### src/rtl/led_blink_pkg.sv
package led_blink_pkg;

  // Shape of the light within one cycle (bits 3..1 of the control byte)
  typedef enum logic [2:0] {
    SHAPE_STEADY  = 3'd0,
    SHAPE_TENTH   = 3'd1,
    SHAPE_HALF    = 3'd2,
    SHAPE_ONESHOT = 3'd3
  } shape_e;

  // Control byte layout
  typedef struct packed {
    logic [3:0] len_units;  // cycle length in units, 0 stands for 16
    logic [2:0] shape;      // shape code, 4..7 handled as steady
    logic       enable;     // master enable
  } ctrl_t;

  // Length field to unit count (1..16)
  function automatic logic [4:0] len_to_units(input logic [3:0] len);
    return (len == 4'd0) ? 5'd16 : {1'b0, len};
  endfunction

endpackage

### src/rtl/led_tick_gen.sv
module led_tick_gen #(
  parameter int TICK_DIV = 500_000
) (
  input  logic clk,
  input  logic rst_n,
  input  logic restart,
  output logic tick
);

  generate
    if (TICK_DIV <= 1) begin : g_every_clock
      assign tick = 1'b1;
    end else begin : g_divider
      localparam int CNT_W = $clog2(TICK_DIV);
      localparam logic [CNT_W-1:0] LAST = CNT_W'(TICK_DIV - 1);

      logic [CNT_W-1:0] div_cnt;

      always_ff @(posedge clk or negedge rst_n) begin
        if (!rst_n) begin
          div_cnt <= '0;
        end else if (restart) begin
          div_cnt <= '0;
        end else if (div_cnt == LAST) begin
          div_cnt <= '0;
        end else begin
          div_cnt <= div_cnt + 1'b1;
        end
      end

      assign tick = (div_cnt == LAST);

      // ticks are isolated single-cycle pulses
      p_tick_single_r2: assert property (@(posedge clk) disable iff (!rst_n)
        tick |=> !tick);
      // a restart always leaves the divider at its first count
      p_div_restart_r10: assert property (@(posedge clk) disable iff (!rst_n)
        restart |=> (div_cnt == '0));
    end
  endgenerate

endmodule

### src/rtl/led_phase_timer.sv
module led_phase_timer #(
  parameter int PH_W = 8
) (
  input  logic            clk,
  input  logic            rst_n,
  input  logic            restart,
  input  logic            tick,
  input  logic [PH_W-1:0] cycle_last,
  output logic [PH_W-1:0] phase,
  output logic            wrap
);

  assign wrap = tick && (phase == cycle_last);

  always_ff @(posedge clk or negedge rst_n) begin
    if (!rst_n) begin
      phase <= '0;
    end else if (restart) begin
      phase <= '0;
    end else if (wrap) begin
      phase <= '0;
    end else if (tick) begin
      phase <= phase + 1'b1;
    end
  end

  // phase never runs past the end of the cycle
  p_phase_bound_r4: assert property (@(posedge clk) disable iff (!rst_n)
    phase <= cycle_last);
  // a write restarts the cycle at its first tick
  p_phase_restart_r10: assert property (@(posedge clk) disable iff (!rst_n)
    restart |=> (phase == '0));
  // without a tick or restart the phase holds
  p_phase_hold_r2: assert property (@(posedge clk) disable iff (!rst_n)
    (!tick && !restart) |=> $stable(phase));

endmodule

### src/rtl/led_ctrl_reg.sv
module led_ctrl_reg (
  input  logic       clk,
  input  logic       rst_n,
  input  logic       wr_en,
  input  logic [7:0] wr_data,
  input  logic       expire,
  output logic [7:0] ctrl_q
);

  always_ff @(posedge clk or negedge rst_n) begin
    if (!rst_n) begin
      ctrl_q <= 8'h00;
    end else if (wr_en) begin
      ctrl_q <= wr_data;            // a write wins over an expiry
    end else if (expire) begin
      ctrl_q <= {ctrl_q[7:1], 1'b0};
    end
  end

  // a written byte is stored whole
  p_write_load_r10: assert property (@(posedge clk) disable iff (!rst_n)
    wr_en |=> (ctrl_q == $past(wr_data)));
  // expiry clears only the enable bit
  p_oneshot_clear_r7: assert property (@(posedge clk) disable iff (!rst_n)
    (expire && !wr_en) |=> (!ctrl_q[0] && ctrl_q[7:1] == $past(ctrl_q[7:1])));
  // without a write or expiry the byte holds
  p_hold_r6: assert property (@(posedge clk) disable iff (!rst_n)
    (!wr_en && !expire) |=> $stable(ctrl_q));

endmodule

### src/rtl/led_shape.sv
module led_shape
  import led_blink_pkg::*;
#(
  parameter int TICKS_PER_UNIT = 10,
  parameter int PH_W           = 8
) (
  input  ctrl_t           ctrl,
  input  logic [PH_W-1:0] phase,
  output logic [PH_W-1:0] cycle_last,
  output logic            oneshot_armed,
  output logic            led
);

  localparam logic [PH_W-1:0] TPU_W   = PH_W'(TICKS_PER_UNIT);
  localparam logic [PH_W-1:0] HALF_W  = PH_W'(TICKS_PER_UNIT / 2);
  localparam logic [PH_W-1:0] TENTH_W = PH_W'(TICKS_PER_UNIT / 10);

  logic [PH_W-1:0] units_w;
  logic [PH_W-1:0] cycle_ticks;
  logic [PH_W-1:0] half_ticks;
  logic [PH_W-1:0] tenth_ticks;

  always_comb begin
    units_w     = PH_W'(len_to_units(ctrl.len_units));
    cycle_ticks = units_w * TPU_W;
    half_ticks  = units_w * HALF_W;
    tenth_ticks = units_w * TENTH_W;
    cycle_last  = cycle_ticks - 1'b1;
  end

  always_comb begin
    oneshot_armed = 1'b0;
    led           = 1'b0;
    if (ctrl.enable) begin
      unique case (ctrl.shape)
        SHAPE_TENTH:   led = (phase < tenth_ticks);
        SHAPE_HALF:    led = (phase < half_ticks);
        SHAPE_ONESHOT: begin
          led           = 1'b1;
          oneshot_armed = 1'b1;
        end
        default:       led = 1'b1;   // steady and spare codes
      endcase
    end
  end

endmodule

### src/rtl/led_blink_ctrl.sv
module led_blink_ctrl
  import led_blink_pkg::*;
#(
  parameter int TICK_DIV       = 500_000,
  parameter int TICKS_PER_UNIT = 10
) (
  input  logic       clk,
  input  logic       rst_n,
  input  logic       wr_en,
  input  logic [7:0] wr_data,
  output logic       led_out,
  output logic [7:0] ctrl_rd
);

  localparam int MAX_TICKS = 16 * TICKS_PER_UNIT;
  localparam int PH_W      = $clog2(MAX_TICKS + 1);

  logic            tick;
  logic            wrap;
  logic            expire;
  logic            oneshot_armed;
  logic [PH_W-1:0] phase;
  logic [PH_W-1:0] cycle_last;
  logic [7:0]      ctrl_q;
  ctrl_t           ctrl;

  assign ctrl    = ctrl_t'(ctrl_q);
  assign ctrl_rd = ctrl_q;

  led_tick_gen #(.TICK_DIV(TICK_DIV)) u_tick (
    .clk     (clk),
    .rst_n   (rst_n),
    .restart (wr_en),
    .tick    (tick)
  );

  led_phase_timer #(.PH_W(PH_W)) u_timer (
    .clk        (clk),
    .rst_n      (rst_n),
    .restart    (wr_en),
    .tick       (tick),
    .cycle_last (cycle_last),
    .phase      (phase),
    .wrap       (wrap)
  );

  led_shape #(.TICKS_PER_UNIT(TICKS_PER_UNIT), .PH_W(PH_W)) u_shape (
    .ctrl          (ctrl),
    .phase         (phase),
    .cycle_last    (cycle_last),
    .oneshot_armed (oneshot_armed),
    .led           (led_out)
  );

  assign expire = wrap && oneshot_armed;

  led_ctrl_reg u_reg (
    .clk     (clk),
    .rst_n   (rst_n),
    .wr_en   (wr_en),
    .wr_data (wr_data),
    .expire  (expire),
    .ctrl_q  (ctrl_q)
  );

  // disabled output stays dark
  p_disabled_dark_r6: assert property (@(posedge clk) disable iff (!rst_n)
    !ctrl_rd[0] |-> !led_out);
  // steady code with enable keeps the LED lit
  p_steady_lit_r3: assert property (@(posedge clk) disable iff (!rst_n)
    (ctrl_rd[0] && ctrl_rd[3:1] == 3'd0) |-> led_out);
  // spare codes light like steady
  p_spare_lit_r9: assert property (@(posedge clk) disable iff (!rst_n)
    (ctrl_rd[0] && ctrl_rd[3]) |-> led_out);
  // after an unwritten expiry the LED is dark
  p_expire_dark_r7: assert property (@(posedge clk) disable iff (!rst_n)
    (expire && !wr_en) |=> !led_out);
  // reset leaves everything cleared
  p_reset_clear_r1: assert property (@(posedge clk)
    !rst_n |=> (ctrl_rd == 8'h00 && !led_out));

endmodule

### config.mk
export PLATFORM = sky130hd
export DESIGN_NAME = led_blink_ctrl
export DESIGN_NICKNAME = d
export VERILOG_FILES = /design/src/rtl/led_blink_pkg.sv /design/src/rtl/led_tick_gen.sv /design/src/rtl/led_phase_timer.sv /design/src/rtl/led_ctrl_reg.sv /design/src/rtl/led_shape.sv /design/src/rtl/led_blink_ctrl.sv
export SDC_FILE = /design/constraint.sdc
export NUM_CORES = 1
export LEC_CHECK = 0
export BUFFER_PORTS_ARGS = -buffer_cell sky130_fd_sc_hd__buf_2
export CORE_ASPECT_RATIO = 1.1
export CORE_UTILIZATION = 50
export CTS_CLUSTER_SIZE = 20
export DETAILED_ROUTE_END_ITERATION = 6
export GPL_TIMING_DRIVEN = 0
export PLACE_DENSITY = 0.8
export SETUP_SLACK_MARGIN = 0.1
export SYNTH_ARGS = -nofsm -noshare
export SYNTH_HDL_FRONTEND = slang
export SYNTH_HIERARCHICAL = 1
export SYNTH_SLANG_ARGS = --single-unit
### constraint.sdc
create_clock -name clk -period 3.8 [get_ports clk]
set_input_delay 0.76 -clock clk [delete_from_list [all_inputs] [get_ports clk]]
set_output_delay 0.76 -clock clk [all_outputs]
set_load 0.01 [all_outputs]
==> metrics.md <==
| Metric | Value |
|---|---|
| Cells after Synth | `244` |
| Final WS setup | `-122 ps` |
| Post-placement setup slack | `-23.9 ps` |
| Largest family of logic cells by synthesized area | `simple AND/OR/NAND/NOR gates` |
| Startpoint Class | `register` |
| Area of the multi-input gates | `1600 µm²` |
| Register Area | `877 µm²` |
| Cell area after synthesis | `2430 µm²` |
| Maximum vdd drop | `222 µV` |
| Final Wtd Congestion | `0.892` |
| Root Buffer Master | `clkbuf_8` |
| Max FO, Critical Path | `3` |
| Largest net degree at the start of global routing | `36` |
| Final ANT Viol Nets | `0` |
| Vias | `2161` |
| Synth Register Bits | `35` |
| Worst rel slew slack | `47.1%` |
| Post-synthesis simple-gate area fraction | `22.4%` |
| Post-synth EDFFs | `0` |
| Final setup viols | `1` |
| Lkg Pwr | `0.00138 µW` |
| Status | `complete, but fails checks` |
| Worst Tran Pin Value | `793 ps` |
| Worst hold path type | `in -> async` |
| H-tree lvl count | `2` |
| Clock Latency Late Sink | `290 ps` |
| Syn. warnings | `6` |
| Avg WL per Cell | `19.3 µm` |
| Die ar. | `5150 µm²` |
| Max Transition Viols Final | `0` |
| Worst-path clk slew | `80 ps` |
| # nets final | `328` |
| FMAX | `255 MHz` |
| Detailed Place HPWL | `3590 µm` |
| Distinct cells, synth | `55` |
| PortBufs | `19` |
| Async SR Flop Fraction | `100%` |
| IO Pins | `20` |
| Failing checks | `negative setup slack` |
| Drt first pass iters | `5` |
| Clk_skew | `8.40 ps` |
| Critical Path Sink Type | `output pin` |
| Remaining Overflow, GRT | `0` |
| Main synth FF type | `dfrtp_1` |
| Min cycle time layout | `3920 ps` |
| DP Area | `2600 µm²` |
| RSZ-0062 raised after global routing | `true` |
| Fin area | `3080 µm²` |
| WL final | `6860 µm` |
| Share of post-route cells with drive strength above 1 | `34.3%` |
| Vias per cell | `6.07` |
| Max_cap viols | `0` |
| Layout area overhead | `26.5%` |
| Rows | `26` |
| WP data required | `3040 ps` |
| Final Cycle Share | `103%` |
| Critical path class | `reg -> out` |
| Total clock sinks | `35` |
| Seq/Total Area, Yosys | `36.0%` |
| Core Box Area | `4650 µm²` |
| Hold_buf cts | `0` |
| GRT Total Usage | `28.1%` |
| Mux cell area share after synthesis | `4.32%` |
| CTS tree | `done` |
| Final hold vios | `0` |
| Initial core utilization | `52.3%` |
| Wire length of the first global-routing pass | `10200 µm` |
| Post-Syn Area per Cell | `9.97 µm²` |
| Antenna violations before repair | `0` |
| Post-Synth Adder-Cell Area | `9.05%` |
| Num CTS Buffers | `5` |
| Die width | `68.5 µm` |
| PwrDens | `341 nW/µm²` |
| Ant. Diodes | `0` |
| Drt drc | `0` |
| Compound-Gate Fraction of Synth Area | `10.6%` |
| Synth Area in XOR/XNOR | `13.0%` |
| Crit path arrival time | `3160 ps` |
| Clk buf depth | `2` |
| DRT iter0 DRCs | `171` |
| # fillers | `320` |
| Number of global-route vias before repair | `2067` |
| Die Y | `75.2 µm` |
-- placed cells by master (no fill, tap or decap), drive strengths merged, types with 9 or more instances in the layout --
cell type  netlist  final
buf              5     53
dfrtp           35     35
ha              16     16
inv             17     17
nand2           11     11
nand3           11     11
nand4            9      9
nor2            25     25
nor3            10     10
xnor2           22     22
xor2            14     14
-- worst max-delay path: stages (launching register included) --
cell      delay (ps)
dfrtp_1          400
inv_2             90
ha_4             140
nor3b_4          250
inv_2            100
nand3_4          100
o21ai_4           70
ha_4             170
inv_2             50
fa_2             470
ha_4             200
o211ai_1         230
a21boi_1         120
o31ai_1          260
buf_2            190
-- repair_timing --
| action | 4_1_cts | 5_1_grt |
|---|---|---|
| gates resized for setup | 23 | 9 |
| endpoints found under the setup margin | 2 | 2 |
| buffers inserted | 23 | 8 |
| pin swaps | 12 | 16 |
-- cells by family after synthesis --
group / after synthesis
buf+inv: 24
flops: 35
simple gates: 93
fa+ha+maj: 17
xor+xnor: 36
compound gates: 31
other cells: 1
mux: 7
-- Yosys cell counts, types with 3 or more instances --
cell	instances	area share [%]
a21oi_1	6	1.2
dfrtp_1	35	36
ha_1	16	8.2
inv_1	14	2.2
inv_2	3	0.46
mux2_4	7	4.3
nand2_1	11	1.7
nand2b_1	3	0.77
nand3_1	11	2.3
nand4_1	7	1.8
nor2_1	25	3.9
nor3_1	9	1.9
nor4_1	6	1.5
o211a_1	3	1.2
o21ai_0	4	0.82
or4_4	3	1.4
xnor2_1	22	7.9
xor2_1	14	5.0
-- metrics by stage --
stage               power (µW)  instances  TNS (ps)  utilization, %  hold WS (ps)
floorplan                  556        245         0               -           464
global placement           601        320         0            55.9           518
detailed placement         608        320     -23.9            55.9           519
CTS                       1000        350         0            63.9           548
global route              1090        356      -178            66.1           589
finish                    1050        356      -122            66.1           539
-- cell type report --
type	count	share of cell area (%)
sequential	35	28.5
multi-input combinational	186	51.9
inverter	17	2.16
tap	56	2.28
buffer	7	1.42
clock inverter	2	1.22
clock buffer	5	2.24
timing repair buffer	48	10.3
-- layer usage --
metal / GRT usage [%] / vias up / part of all wire, %
met3: 6.52 / 31 / 6.7
met5: 0 / - / 0
met2: 44.9 / 114 / 50
li1: - / 973 / -
met1: 33.6 / 1043 / 39
met4: 18.3 / 0 / 4.5
-- worst paths after layout --
| path | endpoint | slack, ps | cells after the start | startpoint |
|---|---|---|---|---|
| setup / recovery | led_out | -120 | 14 | u_reg/ctrl_q[4]$_DFFE_PN0P_ |
| hold / removal | u_tick/g_divider.div_cnt[11]$_DFF_PN0_ | 540 | 1 | rst_n |
| setup reg to reg | u_reg/ctrl_q[0]$_DFFE_PN0P_ | 100 | 17 | u_reg/ctrl_q[4]$_DFFE_PN0P_ |
| hold reg to reg | u_tick/g_divider.div_cnt[0]$_DFF_PN0_ | 560 | 1 | u_tick/g_divider.div_cnt[0]$_DFF_PN0_ |
| max in group asynchronous | u_reg/ctrl_q[5]$_DFFE_PN0P_ | 2690 | 1 | rst_n |
| min in group clk | u_tick/g_divider.div_cnt[0]$_DFF_PN0_ | 560 | 1 | u_tick/g_divider.div_cnt[0]$_DFF_PN0_ |
-- power breakdown --
group | switching (µW) | leakage (µW) | internal, µW | total, µW
combinational | 160 | 0.000863 | 151 | 311
clock | 139 | 0.0000502 | 192 | 331
sequential | 21.2 | 0.000467 | 384 | 406
-- registers in the layout, indices dropped and copies added, names as in the netlist --
name / cells
u_reg/ctrl_q: 8
u_tick/g_divider.div_cnt: 19
u_timer/phase: 8
Power figures use the tool's default switching activity.
